$ cat src/rtl/rf_pkg.sv
package rf_pkg;
    localparam int BYTE_W    = 8;
    localparam int WORD_W    = 2 * BYTE_W;
    localparam int NUM_BYTES = 8;
    localparam int NUM_PAIRS = NUM_BYTES / 2;
    localparam int SEL_W     = $clog2(NUM_BYTES);
    localparam int FLAG_KEEP = 4;

    typedef logic [SEL_W-1:0] sel_t;
    typedef logic [NUM_BYTES-1:0][BYTE_W-1:0] bytes_t;

    localparam sel_t BYTE_FLAGS = sel_t'(1);
    localparam sel_t WORD_SP    = sel_t'(4);
    localparam sel_t WORD_PC    = sel_t'(5);
endpackage

$ cat src/rtl/rf_write_steer.sv
module rf_write_steer
    import rf_pkg::*;
(
    input  logic                 wr_en,
    input  sel_t                 wr_sel,
    input  logic                 wr_wide,
    input  logic [WORD_W-1:0]    wr_data,
    output logic [NUM_BYTES-1:0] byte_we,
    output bytes_t               byte_wd,
    output logic                 sp_we,
    output logic                 pc_we
);
    always_comb begin
        byte_we = '0;
        byte_wd = '0;
        sp_we   = 1'b0;
        pc_we   = 1'b0;
        for (int i = 0; i < NUM_BYTES; i++) begin
            if (wr_en && !wr_wide && wr_sel == sel_t'(i)) begin
                byte_we[i] = 1'b1;
                byte_wd[i] = wr_data[BYTE_W-1:0];
            end
            if (wr_en && wr_wide && wr_sel == sel_t'(i / 2)) begin
                byte_we[i] = 1'b1;
                byte_wd[i] = (i % 2 == 0) ? wr_data[WORD_W-1:BYTE_W]
                                          : wr_data[BYTE_W-1:0];
            end
        end
        if (wr_en && wr_wide && wr_sel == WORD_SP) sp_we = 1'b1;
        if (wr_en && wr_wide && wr_sel == WORD_PC) pc_we = 1'b1;
    end
endmodule

$ cat src/rtl/rf_bank.sv
module rf_bank
    import rf_pkg::*;
#(
    parameter logic [WORD_W-1:0] RESET_SP = 16'hFFFE,
    parameter logic [WORD_W-1:0] RESET_PC = 16'h0000
) (
    input  logic                 clk,
    input  logic                 rst_n,
    input  logic [NUM_BYTES-1:0] byte_we,
    input  bytes_t               byte_wd,
    input  logic                 sp_we,
    input  logic                 pc_we,
    input  logic [WORD_W-1:0]    word_wd,
    output bytes_t               bytes_q,
    output logic [WORD_W-1:0]    sp_q,
    output logic [WORD_W-1:0]    pc_q
);
    localparam int FLAG_DROP = BYTE_W - FLAG_KEEP;

    for (genvar i = 0; i < NUM_BYTES; i++) begin : g_byte
        if (sel_t'(i) == BYTE_FLAGS) begin : g_flags
            logic [FLAG_KEEP-1:0] flag_q;
            always_ff @(posedge clk or negedge rst_n) begin
                if (!rst_n)          flag_q <= '0;
                else if (byte_we[i]) flag_q <= byte_wd[i][BYTE_W-1:FLAG_DROP];
            end
            assign bytes_q[i] = {flag_q, {FLAG_DROP{1'b0}}};
        end else begin : g_plain
            logic [BYTE_W-1:0] val_q;
            always_ff @(posedge clk or negedge rst_n) begin
                if (!rst_n)          val_q <= '0;
                else if (byte_we[i]) val_q <= byte_wd[i];
            end
            assign bytes_q[i] = val_q;
        end
    end

    always_ff @(posedge clk or negedge rst_n) begin
        if (!rst_n) begin
            sp_q <= RESET_SP;
            pc_q <= RESET_PC;
        end else begin
            if (sp_we) sp_q <= word_wd;
            if (pc_we) pc_q <= word_wd;
        end
    end
endmodule

$ cat src/rtl/rf_read_port.sv
module rf_read_port
    import rf_pkg::*;
(
    input  sel_t              sel,
    input  logic              wide,
    input  bytes_t            bytes_q,
    input  logic [WORD_W-1:0] sp_q,
    input  logic [WORD_W-1:0] pc_q,
    output logic [WORD_W-1:0] data
);
    localparam int PAIR_W = $clog2(NUM_PAIRS);

    logic [PAIR_W-1:0] pair_idx;
    assign pair_idx = sel[PAIR_W-1:0];

    always_comb begin
        data = '0;
        if (!wide) begin
            data = {{BYTE_W{1'b0}}, bytes_q[sel]};
        end else if (int'(sel) < NUM_PAIRS) begin
            data = {bytes_q[{pair_idx, 1'b0}], bytes_q[{pair_idx, 1'b1}]};
        end else if (sel == WORD_SP) begin
            data = sp_q;
        end else if (sel == WORD_PC) begin
            data = pc_q;
        end
    end
endmodule

$ cat src/rtl/pair_regfile.sv
module pair_regfile
    import rf_pkg::*;
#(
    parameter logic [15:0] RESET_SP = 16'hFFFE,
    parameter logic [15:0] RESET_PC = 16'h0000
) (
    input  logic        clk,
    input  logic        rst_n,
    input  logic [2:0]  rd0_sel,
    input  logic        rd0_wide,
    output logic [15:0] rd0_data,
    input  logic [2:0]  rd1_sel,
    input  logic        rd1_wide,
    output logic [15:0] rd1_data,
    input  logic        wr_en,
    input  logic [2:0]  wr_sel,
    input  logic        wr_wide,
    input  logic [15:0] wr_data
);
    localparam int NUM_RD = 2;

    logic [NUM_BYTES-1:0] byte_we;
    bytes_t               byte_wd;
    logic                 sp_we;
    logic                 pc_we;
    bytes_t               bytes_q;
    logic [WORD_W-1:0]    sp_q;
    logic [WORD_W-1:0]    pc_q;

    sel_t                    rsel  [NUM_RD];
    logic [NUM_RD-1:0]       rwide;
    logic [WORD_W-1:0]       rdata [NUM_RD];

    assign rsel[0]  = rd0_sel;
    assign rsel[1]  = rd1_sel;
    assign rwide    = {rd1_wide, rd0_wide};
    assign rd0_data = rdata[0];
    assign rd1_data = rdata[1];

    rf_write_steer i_steer (
        .wr_en   (wr_en),
        .wr_sel  (wr_sel),
        .wr_wide (wr_wide),
        .wr_data (wr_data),
        .byte_we (byte_we),
        .byte_wd (byte_wd),
        .sp_we   (sp_we),
        .pc_we   (pc_we)
    );

    rf_bank #(
        .RESET_SP (RESET_SP),
        .RESET_PC (RESET_PC)
    ) i_bank (
        .clk     (clk),
        .rst_n   (rst_n),
        .byte_we (byte_we),
        .byte_wd (byte_wd),
        .sp_we   (sp_we),
        .pc_we   (pc_we),
        .word_wd (wr_data),
        .bytes_q (bytes_q),
        .sp_q    (sp_q),
        .pc_q    (pc_q)
    );

    for (genvar p = 0; p < NUM_RD; p++) begin : g_rd
        rf_read_port i_rd (
            .sel     (rsel[p]),
            .wide    (rwide[p]),
            .bytes_q (bytes_q),
            .sp_q    (sp_q),
            .pc_q    (pc_q),
            .data    (rdata[p])
        );
    end
endmodule

$ cat config.mk
export PLATFORM = sky130hd
export DESIGN_NAME = pair_regfile
export DESIGN_NICKNAME = d
export VERILOG_FILES = /design/src/rtl/rf_pkg.sv /design/src/rtl/rf_write_steer.sv /design/src/rtl/rf_bank.sv /design/src/rtl/rf_read_port.sv /design/src/rtl/pair_regfile.sv
export SDC_FILE = /design/constraint.sdc
export NUM_CORES = 1
export LEC_CHECK = 0
export ABC_CLOCK_PERIOD_IN_PS = 2000
export BUFFER_PORTS_ARGS = -buffer_cell sky130_fd_sc_hd__buf_2
export CORE_ASPECT_RATIO = 1.1
export CORE_MARGIN = 2
export CORE_UTILIZATION = 61
export CTS_CLUSTER_DIAMETER = 60
export DETAILED_ROUTE_END_ITERATION = 6
export PLACE_DENSITY = 0.93
export SYNTH_ARGS = -nofsm -noshare
export SYNTH_HDL_FRONTEND = slang
export SYNTH_HIERARCHICAL = 1
export SYNTH_SLANG_ARGS = --single-unit
$ cat constraint.sdc
create_clock -name clk -period 2 [get_ports clk]
set_input_delay 0.1 -clock clk [delete_from_list [all_inputs] [get_ports clk]]
set_output_delay 0.1 -clock clk [all_outputs]
set_load 0.01 [all_outputs]
# Word-level counts from Yosys, hierarchy flattened
# Index checks and enable logic that the tools add are counted.
# classes
magnitude_cmp	8
eq_ne	11
n_mux	54
reduce_logical	18
# op_table
op	count
$mux 8	22
$mux 16	8
$bmux 8 s2	4
$bmux 8 s3	2
$eq 3x3->1 const B	8
$lt 3x4->1 const B	6
$mux 1	18
$logic_and 1x1->1	16
$eq 3x2->1 const B	2
$lt 3x3->1 const B	2
$eq 3x1->1 const B	1
$logic_not 3->1	1
$logic_not 1->1	1
# word_totals
register_bits	92
input_bits	31
output_inout_bits	32
elab_cells	101

# Logic depth before layout (Yosys ltp)
# Gate-level depths: netlist (run 1).
# logic_depth
depth_word	5
mapped_depth	7
ltp_nobuf	4

# Cells and area by module
# The synthesis (run 1) kept the hierarchy.
# modules_own_cells
mod	n_inst	cells_each	area_per_inst_um2	seq_area_each_um2
rf_bank	1	200	3563.4	2321.0
rf_read_port	2	127	1408.9	0.0
rf_write_steer	1	111	798.3	0.0

# Worst setup path before layout (run 1)
# No wires, ideal clock.
# synth_timing
path_type	input to register
start	input wr_sel[0]
end	register i_bank.g_byte[2].g_plain.val_q[0]
setup_time_ns	0.125
t_arrival_ns	1.619
t_required_ns	1.875
slack_ns	0.257
cell_stages	6
n_path_buf	2
path_cell_list	buf_2 -> or3b_4 -> nor3b_4 -> or2_1 -> buf_2 -> mux2_2
# synth_between
elab_chain_cells	4
elab_cells_between_ends	8
cone_classes	eq/ne: 2; mux: 4; reduce/logical: 2
# synth_lines
item	line	text
from (decl)	pair_regfile.sv:16	input logic [2:0] wr_sel,
$eq 3x2->1	rf_write_steer.sv:19	if (wr_en && !wr_wide && wr_sel == sel_t'(i)) begin
$logic_and 1x1->1	rf_write_steer.sv:19	
$mux 1	rf_write_steer.sv:19	
$mux 1 (*)	rf_write_steer.sv:23	if (wr_en && wr_wide && wr_sel == sel_t'(i / 2)) begin
via byte_we[2]	pair_regfile.sv:22	logic [NUM_BYTES-1:0] byte_we;
to (signal assigned)	rf_bank.sv:32	else if (byte_we[i]) val_q <= byte_wd[i];
to (decl)	rf_bank.sv:29	logic [BYTE_W-1:0] val_q;
# The timed path passes the listed nets; every way through them passes the cells marked *.
# A chain may end at the register's enable or synchronous reset.

# Final worst setup path (run 1)
# layout_timing
start	register i_bank.g_byte[5].g_plain.val_q[7]
end	output rd1_data[7]
# layout_between
elab_chain_cells	4
elab_cells_between_ends	6
cone_classes	mux: 6
# layout_lines
item	line	text
from (decl)	rf_bank.sv:29	
from (signal assigned)	rf_bank.sv:32	
$bmux 8 s2	rf_read_port.sv:21	data = {bytes_q[{pair_idx, 1'b0}], bytes_q[{pair_idx, 1'b1}]};
$mux 8 (not written as such)	rf_read_port.sv:21	
$mux 16	rf_read_port.sv:20	end else if (int'(sel) < NUM_PAIRS) begin
$mux 16 (*)	rf_read_port.sv:18	if (!wide) begin
to (decl)	pair_regfile.sv:14	output logic [15:0] rd1_data,
# Mark *: on every way between the ends. The rest lies on a longest branch, timed or not. The select of a mux whose other input is x is not followed.

==> results summary, run 1 <==
The flow ran to the end, but the final reports show violations. The final reports fail on negative setup slack. For this run, the detailed router's first-pass iteration total came to 5. The multi-input combinational cells in the finished layout cover a total of around 0.0045 mm². The vertical die dimension is 118 µm. The depth of the worst register-to-register path is 2. The launching element of the worst setup path is i_bank/g_byte[5].g_plain.val_q[7]. The floorplan core area is 0.0114 mm². Dividing the detail-routed wire length by the instance count gives 25.5 µm. Across the run, the number of max-cap violations was 0. The routed wire length came out at 19.9 mm.

The initial antenna violation count is 0. The leftover overflow at the end of global routing is 0. After layout, the worst path uses 100% of the clock period.

The post-route standard cell area excluding fillers came out at 0.00800 mm². The TritonCTS clock tree is done. The worst-path cell with the longest stage delay is sky130_fd_sc_hd__mux4_2. The worst-case IR drop observed on VDD is 0.357 mV. The clock power share came out at a little over a third.

The maximum cell stage delay along the critical path is 0.51 ns. The total routing usage reported by global routing came out at 32.7%. The total count of hold-check failures in the final report is 0. The area of the mapped netlist came out at 0.00715 mm². The row count came out at 41. The area of the die came out at 0.0126 mm². The slack of the worst reg-to-reg path came out at roughly 1.0 ns.

The share of cells above drive strength 1 is 48.9%. The signal arrival time at the worst endpoint is ~1.9 ns. The setup slack at placement is approximately 0.19 ns. The count of nets left with antenna violations after detail routing is 0. The combinational power share came out at 21.8%.

The standby leakage power came out at 3.74 nW. The endpoint identified for the worst register-to-register timing path is i_bank/g_byte[0].g_plain.val_q[7]. The headroom to the max-slew limit is around half. The total clock buffers created by CTS is 9. The final-report setup violation count is 1. The starting utilization of the core area came out at 62.5%.

The placed standard-cell area is 0.00763 mm². The routed via count divided by cell count is between 7 and 8. For this design the ratio of total power to cell area is 678 mW/mm². The worst-margin pin slew came out at 0.722 ns. In the synthesized netlist, the number of instances is 561. The H-tree depth reported by CTS is 3. The endpoint kind of the worst setup timing path is a primary output. Walking the worst path, the cells encountered are mux4_2, mux2_4, o22a_1, buf_2. The DRC violation total after the first TritonRoute iteration is between 600 and 700. The required time of the critical path came out at 1.90 ns. The number of max-slew violations in the final report is 0. In this run the most critical hold path is launched from wr_data[8]. The yosys synthesis warning count came out at 6. The insertion delay to the later sink of the worst-skew pair came out at between 0.3 and 0.4 ns. The part of the power in registers is 43.2%. After legalization and detailed placement, the total HPWL measured 14.1 mm. The wire length of the first global-routing pass is 31.4 mm. CTS placed an instance of sky130_fd_sc_hd__clkbuf_16 at the clock tree root.

The via count of the first global-routing pass is between 5000 and 6000. The number of filler instances in the final layout came out at 772. The total DRC errors in the routed layout came out at 0. The start-to-end type of the worst setup path is reg2out. The x dimension of the die came out at about 110 µm. The startpoint identified for the worst register-to-register timing path is i_bank/g_byte[0].g_plain.val_q[7]. Summed over all nets, the switching power comes to between 1.5 and 2 mW. In the post-route analysis, the smallest setup slack over all paths is -0.00134 ns.

The kind of start point of the critical path is a register. Relative to the synthesized area, the layout overhead comes to 11.9%. Final hold analysis gives a worst-case slack of 0.0873 ns. Of all nets on the critical path, the largest fanout is 5. The total internal power came out at 3.91 mW. The highest clock frequency the design can meet came out at 500 MHz. The sequential cells in the finished layout cover a total of 0.00232 mm². The total clock sinks is 92. The count of port buffers added during placement is 62.

The clock arrives with 0 ns of skew. The number of nets in the final layout is 656. The total I/O pin count is 63. At the end of routability-driven placement, the weighted congestion stood at between 0.9 and 1. The critical path ends at rd1_data[7]. The number of antenna diodes in the final layout is 0. The final critical delay including setup and external delays came out at 2.00 ns.

The class of the tightest hold or removal check is in2reg. The clock input transition at the sequential cells of the worst setup and hold paths came out at 0.06 ns. The maximum number of pins on one net before global-route repair is 57.

Setup repair after global routing could not meet its margin everywhere. The share of total power consumed by net switching is between 20 and 30%. The routed layout has 5526 vias. The largest buffer count on any clock path came out at 2. Averaged over all synthesized cells, the footprint is roughly 13 µm².
-- cell usage in the layout, fill, tap and decap left out, types with 15 or more instances in the layout --
master                     n
sky130_fd_sc_hd__mux2_4   21
sky130_fd_sc_hd__buf_2    61
sky130_fd_sc_hd__dfrtp_1  74
sky130_fd_sc_hd__nand2_1  19
sky130_fd_sc_hd__buf_4    36
sky130_fd_sc_hd__mux2i_1  66
sky130_fd_sc_hd__and2_1   23
sky130_fd_sc_hd__dfstp_2  15
sky130_fd_sc_hd__mux2_2   85
sky130_fd_sc_hd__o21ai_0  16
sky130_fd_sc_hd__a22o_1   24
sky130_fd_sc_hd__o211a_1  16
sky130_fd_sc_hd__mux4_2   52
-- registers in the layout, indices dropped and copies added (netlist names) --
name and cells:
i_bank/pc_q 16, i_bank/g_byte.g_flags.flag_q 4, i_bank/g_byte.g_plain.val_q 56, i_bank/sp_q 16
-- what timing repair did --
action / in CTS / in global routing
buffers inserted: 3 / 0
resized for setup: 2 / 4
hold buffers: 1 / 0
endpoints found under the setup margin: 2 / 3
pin swaps: 1 / 1
hold endpoints to repair: 31 / 0
-- power by group through the flow --
| stage | combinational [mW] | clock [mW] | sequential [mW] |
|---|---|---|---|
| 3_5_place_dp | 1.16 | 0 | 2.36 |
| 6_report | 1.19 | 1.90 | 2.34 |
| 4_1_cts | 1.17 | 1.92 | 2.33 |
| 3_3_place_gp | 1.12 | 0 | 2.33 |
| 5_1_grt | 1.26 | 2.01 | 2.36 |
| 2_1_floorplan | 0.858 | 0 | 2.27 |
-- worst min-delay path by stage --
stage / endpoint / cells after the start
floorplan: i_bank/g_byte[0].g_plain.val_q[0] / 0
global placement: i_bank/g_byte[3].g_plain.val_q[5] / 1
detailed placement: i_bank/g_byte[3].g_plain.val_q[5] / 1
CTS: i_bank/sp_q[8] / 2
global route: i_bank/sp_q[13] / 2
finish: i_bank/sp_q[8] / 2
-- worst max-delay path: cells and delay by family (launching register included) --
| kind | cells | cell delay [ns] |
|---|---|---|
| AOI/OAI and AO/OA | 1 | 0.17 |
| buffers and inverters | 1 | 0.14 |
| DFF | 1 | 0.46 |
| muxes | 2 | 0.78 |
-- routing by layer --
layer	part of all wire, %	global-route usage [%]
met1	40	44.3
met4	3.7	15.2
met3	7.1	4.65
met5	0	0
met2	49	52.1
-- final cells by class --
| type | count | share of cell area (%) |
|---|---|---|
| Inverter | 7 | 0.328 |
| Tap cell | 150 | 2.35 |
| Clock buffer | 11 | 3.16 |
| Clock inverter | 5 | 1.03 |
| Multi-Input combinational cell | 414 | 56.0 |
| Sequential cell | 92 | 29.0 |
| Timing Repair Buffer | 101 | 8.07 |
-- stage by stage --
stage	utilization [%]	power [mW]	std cells	TNS (ns)
floorplan	-	3.13	564	0
global placement	66.7	3.45	760	0
detailed placement	66.7	3.52	760	0
CTS	70.0	5.42	780	0
global route	70.0	5.64	780	-0.0245
finish	70.0	5.43	780	-0.00134
Power figures use the tool's default switching activity.
==> inputs of run 2 (changes only) <==
--- a/config.mk
+++ b/config.mk
@@ -7,12 +7,14 @@
 export LEC_CHECK = 0
 export ABC_CLOCK_PERIOD_IN_PS = 2000
 export BUFFER_PORTS_ARGS = -buffer_cell sky130_fd_sc_hd__buf_2
+export CELL_PAD_IN_SITES_DETAIL_PLACEMENT = 1
+export CELL_PAD_IN_SITES_GLOBAL_PLACEMENT = 2
 export CORE_ASPECT_RATIO = 1.1
 export CORE_MARGIN = 2
-export CORE_UTILIZATION = 61
+export CORE_UTILIZATION = 46
 export CTS_CLUSTER_DIAMETER = 60
 export DETAILED_ROUTE_END_ITERATION = 6
-export PLACE_DENSITY = 0.93
+export PLACE_DENSITY = 0.95
 export SYNTH_ARGS = -nofsm -noshare
 export SYNTH_HDL_FRONTEND = slang
 export SYNTH_HIERARCHICAL = 1
==> run 2 against run 1 <==
Net effect: cell count grew 6.5%; via count shrank 0.85%; the flow now finishes without violations; sequential cell count is the same; first-iteration DRC count shrank 14%; total power shrank 1.5%; sequential share of layout area shrank 0.44 points; maximum frequency grew 1.9%; die area grew 31%; clock-buffer cell count grew 1; critical endpoint is now rd0_data[7].
==> results summary, run 2 (same netlist as run 1, synthesis figures left out) <==
Status: finished clean (was complete, but fails checks). The endpoint kind of the worst setup timing path is a primary output (unchanged). The signal arrival time at the worst endpoint came to 1.86 ns (was 1.90 ns). The largest fanout on the critical path came to 5 (unchanged). The starting utilization of the core area is 47.3% (was 62.5%). The worst-margin pin slew came out at 0.797 ns (was 0.722 ns). The number of flip-flops in the largest register came to 56 (unchanged). The count of port buffers added during placement was 62 (unchanged). The floorplan core area was 0.0151 mm² (was 0.0114 mm²). The share of the clock period used by the worst path after layout was 98.2% (was 100%). The initial antenna violation count came out at 0 (unchanged). The number of maximum-capacitance violations came out at 0 (unchanged).

The required time of the critical path is 1.90 ns (about the same). The half-perimeter wire length of the detailed placement result is 15.9 mm (was 14.1 mm). The leftover overflow at the end of global routing is 0 (unchanged). The total count of hold-check failures in the final report is 0 (unchanged). The overall power after layout was 5.35 mW (was 5.43 mW).

The routed wire length is 22.8 mm (was 19.9 mm). The vertical die dimension came to 135 µm (was 118 µm). The headroom to the max-slew limit is 46.6% (was 51.6%).

The x dimension of the die is 123 µm (was 107 µm). The power density relative to cell area is 658 mW/mm² (was 678 mW/mm²). The worst reg2reg path startpoint is i_bank/g_byte[2].g_plain.val_q[7] (was i_bank/g_byte[0].g_plain.val_q[7]). The register ranked first by flip-flop count is i_bank/g_byte.g_plain.val_q (unchanged). The number of filler instances in the final layout is 1547 (was 772). The commonest non-fill, non-tap cell in the layout is sky130_fd_sc_hd__mux2_2 (unchanged). The critical register-to-register path endpoint is i_bank/g_byte[2].g_plain.val_q[7] (was i_bank/g_byte[0].g_plain.val_q[7]). The root buffer selected by CTS was sky130_fd_sc_hd__clkbuf_16 (unchanged). The number of antenna cells inserted came to 0 (unchanged). The final-layout setup total negative slack was 0 ns (was -0.00134 ns). The number of nets in the final layout came out at 662 (was 656). The final-report setup violation count came out at 0 (was 1). The global placement routability congestion came to 0.830 (was 0.944). The count of nets left with antenna violations after detail routing came out at 0 (unchanged). The clock input transition at the sequential cells of the worst setup and hold paths came to 0.07 ns (was 0.06 ns). The end-of-flow core utilization is 53.8% (was 70.0%). Most frequent cells in the layout: sky130_fd_sc_hd__mux2_2 (85), sky130_fd_sc_hd__dfrtp_1 (74), sky130_fd_sc_hd__mux2i_1 (66), sky130_fd_sc_hd__buf_2 (59), sky130_fd_sc_hd__mux4_2 (52) (was sky130_fd_sc_hd__mux2_2 (85), sky130_fd_sc_hd__dfrtp_1 (74), sky130_fd_sc_hd__mux2i_1 (66), sky130_fd_sc_hd__buf_2 (61), sky130_fd_sc_hd__mux4_2 (52)). The signed area change from the synthesized netlist to the final layout is 13.6% (was 11.9%). The number of detailed-route iterations in the first pass is 5 (unchanged). The depth of the worst register-to-register path came to 2 (unchanged).

Biggest registers after layout: i_bank/g_byte.g_plain.val_q (56), i_bank/pc_q (16), i_bank/sp_q (16) (unchanged). The number of max-slew violations in the final report came out at 0 (unchanged). The row count came out at 47 (was 41). The total clock sinks is 92 (unchanged).

The hold slack came out at 0.0960 ns (was 0.0873 ns). The average wire per standard cell came out at 27.5 µm (was 25.5 µm). The largest buffer count on any clock path came out at 2 (unchanged). The maximum number of pins on one net before global-route repair is 54 (was 57). The kind of start point of the critical path is a register (unchanged). The post-placement cell count came out at 812 (was 760).

The worst-path cell with the longest stage delay is sky130_fd_sc_hd__mux4_2 (unchanged). The highest clock frequency the design can meet came to 509 MHz (was 500 MHz). The area of the die is 0.0166 mm² (was 0.0126 mm²). The DRC violation total after the first TritonRoute iteration is 573 (was 665). The H-tree depth reported by CTS came out at 3 (unchanged). The final cell count without fillers is 831 (was 780). The setup skew after layout is 0 ns (unchanged).

The final critical delay including setup and external delays came out at 1.96 ns (was 2.00 ns). The standby leakage power is 3.76 nW (was 3.74 nW). The maximum resistive drop on vdd is 0.454 mV (was 0.357 mV). The endpoint of the most critical setup path is rd0_data[7] (was rd1_data[7]). The total DRC errors in the routed layout came out at 0 (unchanged). The total clock buffers created by CTS is 9 (unchanged). The start-to-end type of the worst setup path is reg2out (unchanged).

The routed via count divided by cell count is 6.59 (was 7.08). The class of the tightest hold or removal check is in2async (was in2reg). List of cells traversed by the critical path: mux4_2, mux2_4, o22a_1, buf_2 (unchanged). The wire length of the first global-routing pass came out at 35.4 mm (was 31.4 mm). The via count of the first global-routing pass is 5960 (was 5640). The total I/O pin count came out at 63 (unchanged). The total routing usage reported by global routing is 29.0% (was 32.7%). The total number of vias is 5479 (was 5526).

The launching element of the worst setup path is i_bank/g_byte[7].g_plain.val_q[7] (was i_bank/g_byte[5].g_plain.val_q[7]). The share of cells above drive strength 1 came out at 49.4% (was 48.9%). Setup repair after global routing missed its margin: yes (unchanged). The maximum cell stage delay along the critical path is 0.49 ns (was 0.51 ns).

The slack of the worst reg-to-reg path is 1.05 ns (was 1.03 ns). The insertion delay to the later sink of the worst-skew pair is 0.35 ns (was 0.34 ns). The TritonCTS clock tree was done (unchanged).
-- run 2: what timing repair did --
action,in CTS,in global routing
gates resized for setup,3,5
hold buffers,1,0
pin swaps,0,2
gates cloned,0,0
buffers inserted,2,1
endpoints found under the hold margin,78,0
endpoints found under the setup margin,2,4
-- run 2: through the flow --
stage	area, µm²	setup slack [ns]
CTS	8100	0.00277
global placement	7780	0.163
floorplan	7170	0.257
finish	8130	0.0365
global route	8130	-0.000940
detailed placement	7780	0.104
-- run 2: worst max-delay path, delay by kind of cell (launching register included) --
| kind | cells | cell delay, ns |
|---|---|---|
| flip-flops | 1 | 0.42 |
| buffers and inverters | 1 | 0.15 |
| multiplexers | 2 | 0.76 |
| AO/OA/AOI/OAI | 1 | 0.18 |
-- run 2: power breakdown --
| part | total [mW] | internal (mW) | switching, mW |
|---|---|---|---|
| logic | 1.24 | 0.646 | 0.592 |
| registers | 2.33 | 2.12 | 0.212 |
| clock network | 1.78 | 1.03 | 0.749 |
| total | 5.35 | 3.80 | 1.55 |
-- run 2: worst min path at each step --
| stage | startpoint | slack [ns] | cells past startpoint | endpoint |
|---|---|---|---|---|
| after floorplan | rst_n | -0.20 | 0 | i_bank/g_byte[0].g_plain.val_q[0] |
| after global placement | rst_n | -0.08 | 1 | i_bank/g_byte[7].g_plain.val_q[4] |
| after detailed placement | rst_n | -0.08 | 1 | i_bank/g_byte[7].g_plain.val_q[4] |
| after CTS | wr_data[11] | 0.08 | 2 | i_bank/pc_q[11] |
| after global routing | wr_data[11] | 0.10 | 2 | i_bank/pc_q[11] |
| final | rst_n | 0.1 | 2 | i_bank/g_byte[7].g_plain.val_q[4] |
-- run 2: final cells by class --
cell class,count,area [µm²],area share [%]
Tap cell,196,245,3.02
Sequential cell,92,2320,28.6
Timing Repair Buffer,107,733,9.02
Multi-Input combinational cell,414,4490,55.3
Clock inverter,3,46.3,0.570
Clock buffer,12,256,3.16
Inverter,7,26.3,0.323
-- run 2: routing by layer --
| metal | vias up | global-route usage [%] | wire length, µm | share of wire (%) |
|---|---|---|---|---|
| met3 | 62 | 4.35 | 1380 | 6.0 |
| li1 | 2322 | - | - | - |
| met5 | - | 0 | 0 | 0 |
| met2 | 239 | 47.5 | 11400 | 50 |
| met1 | 2856 | 38.5 | 9340 | 41 |
| met4 | 0 | 11.5 | 750 | 3.3 |
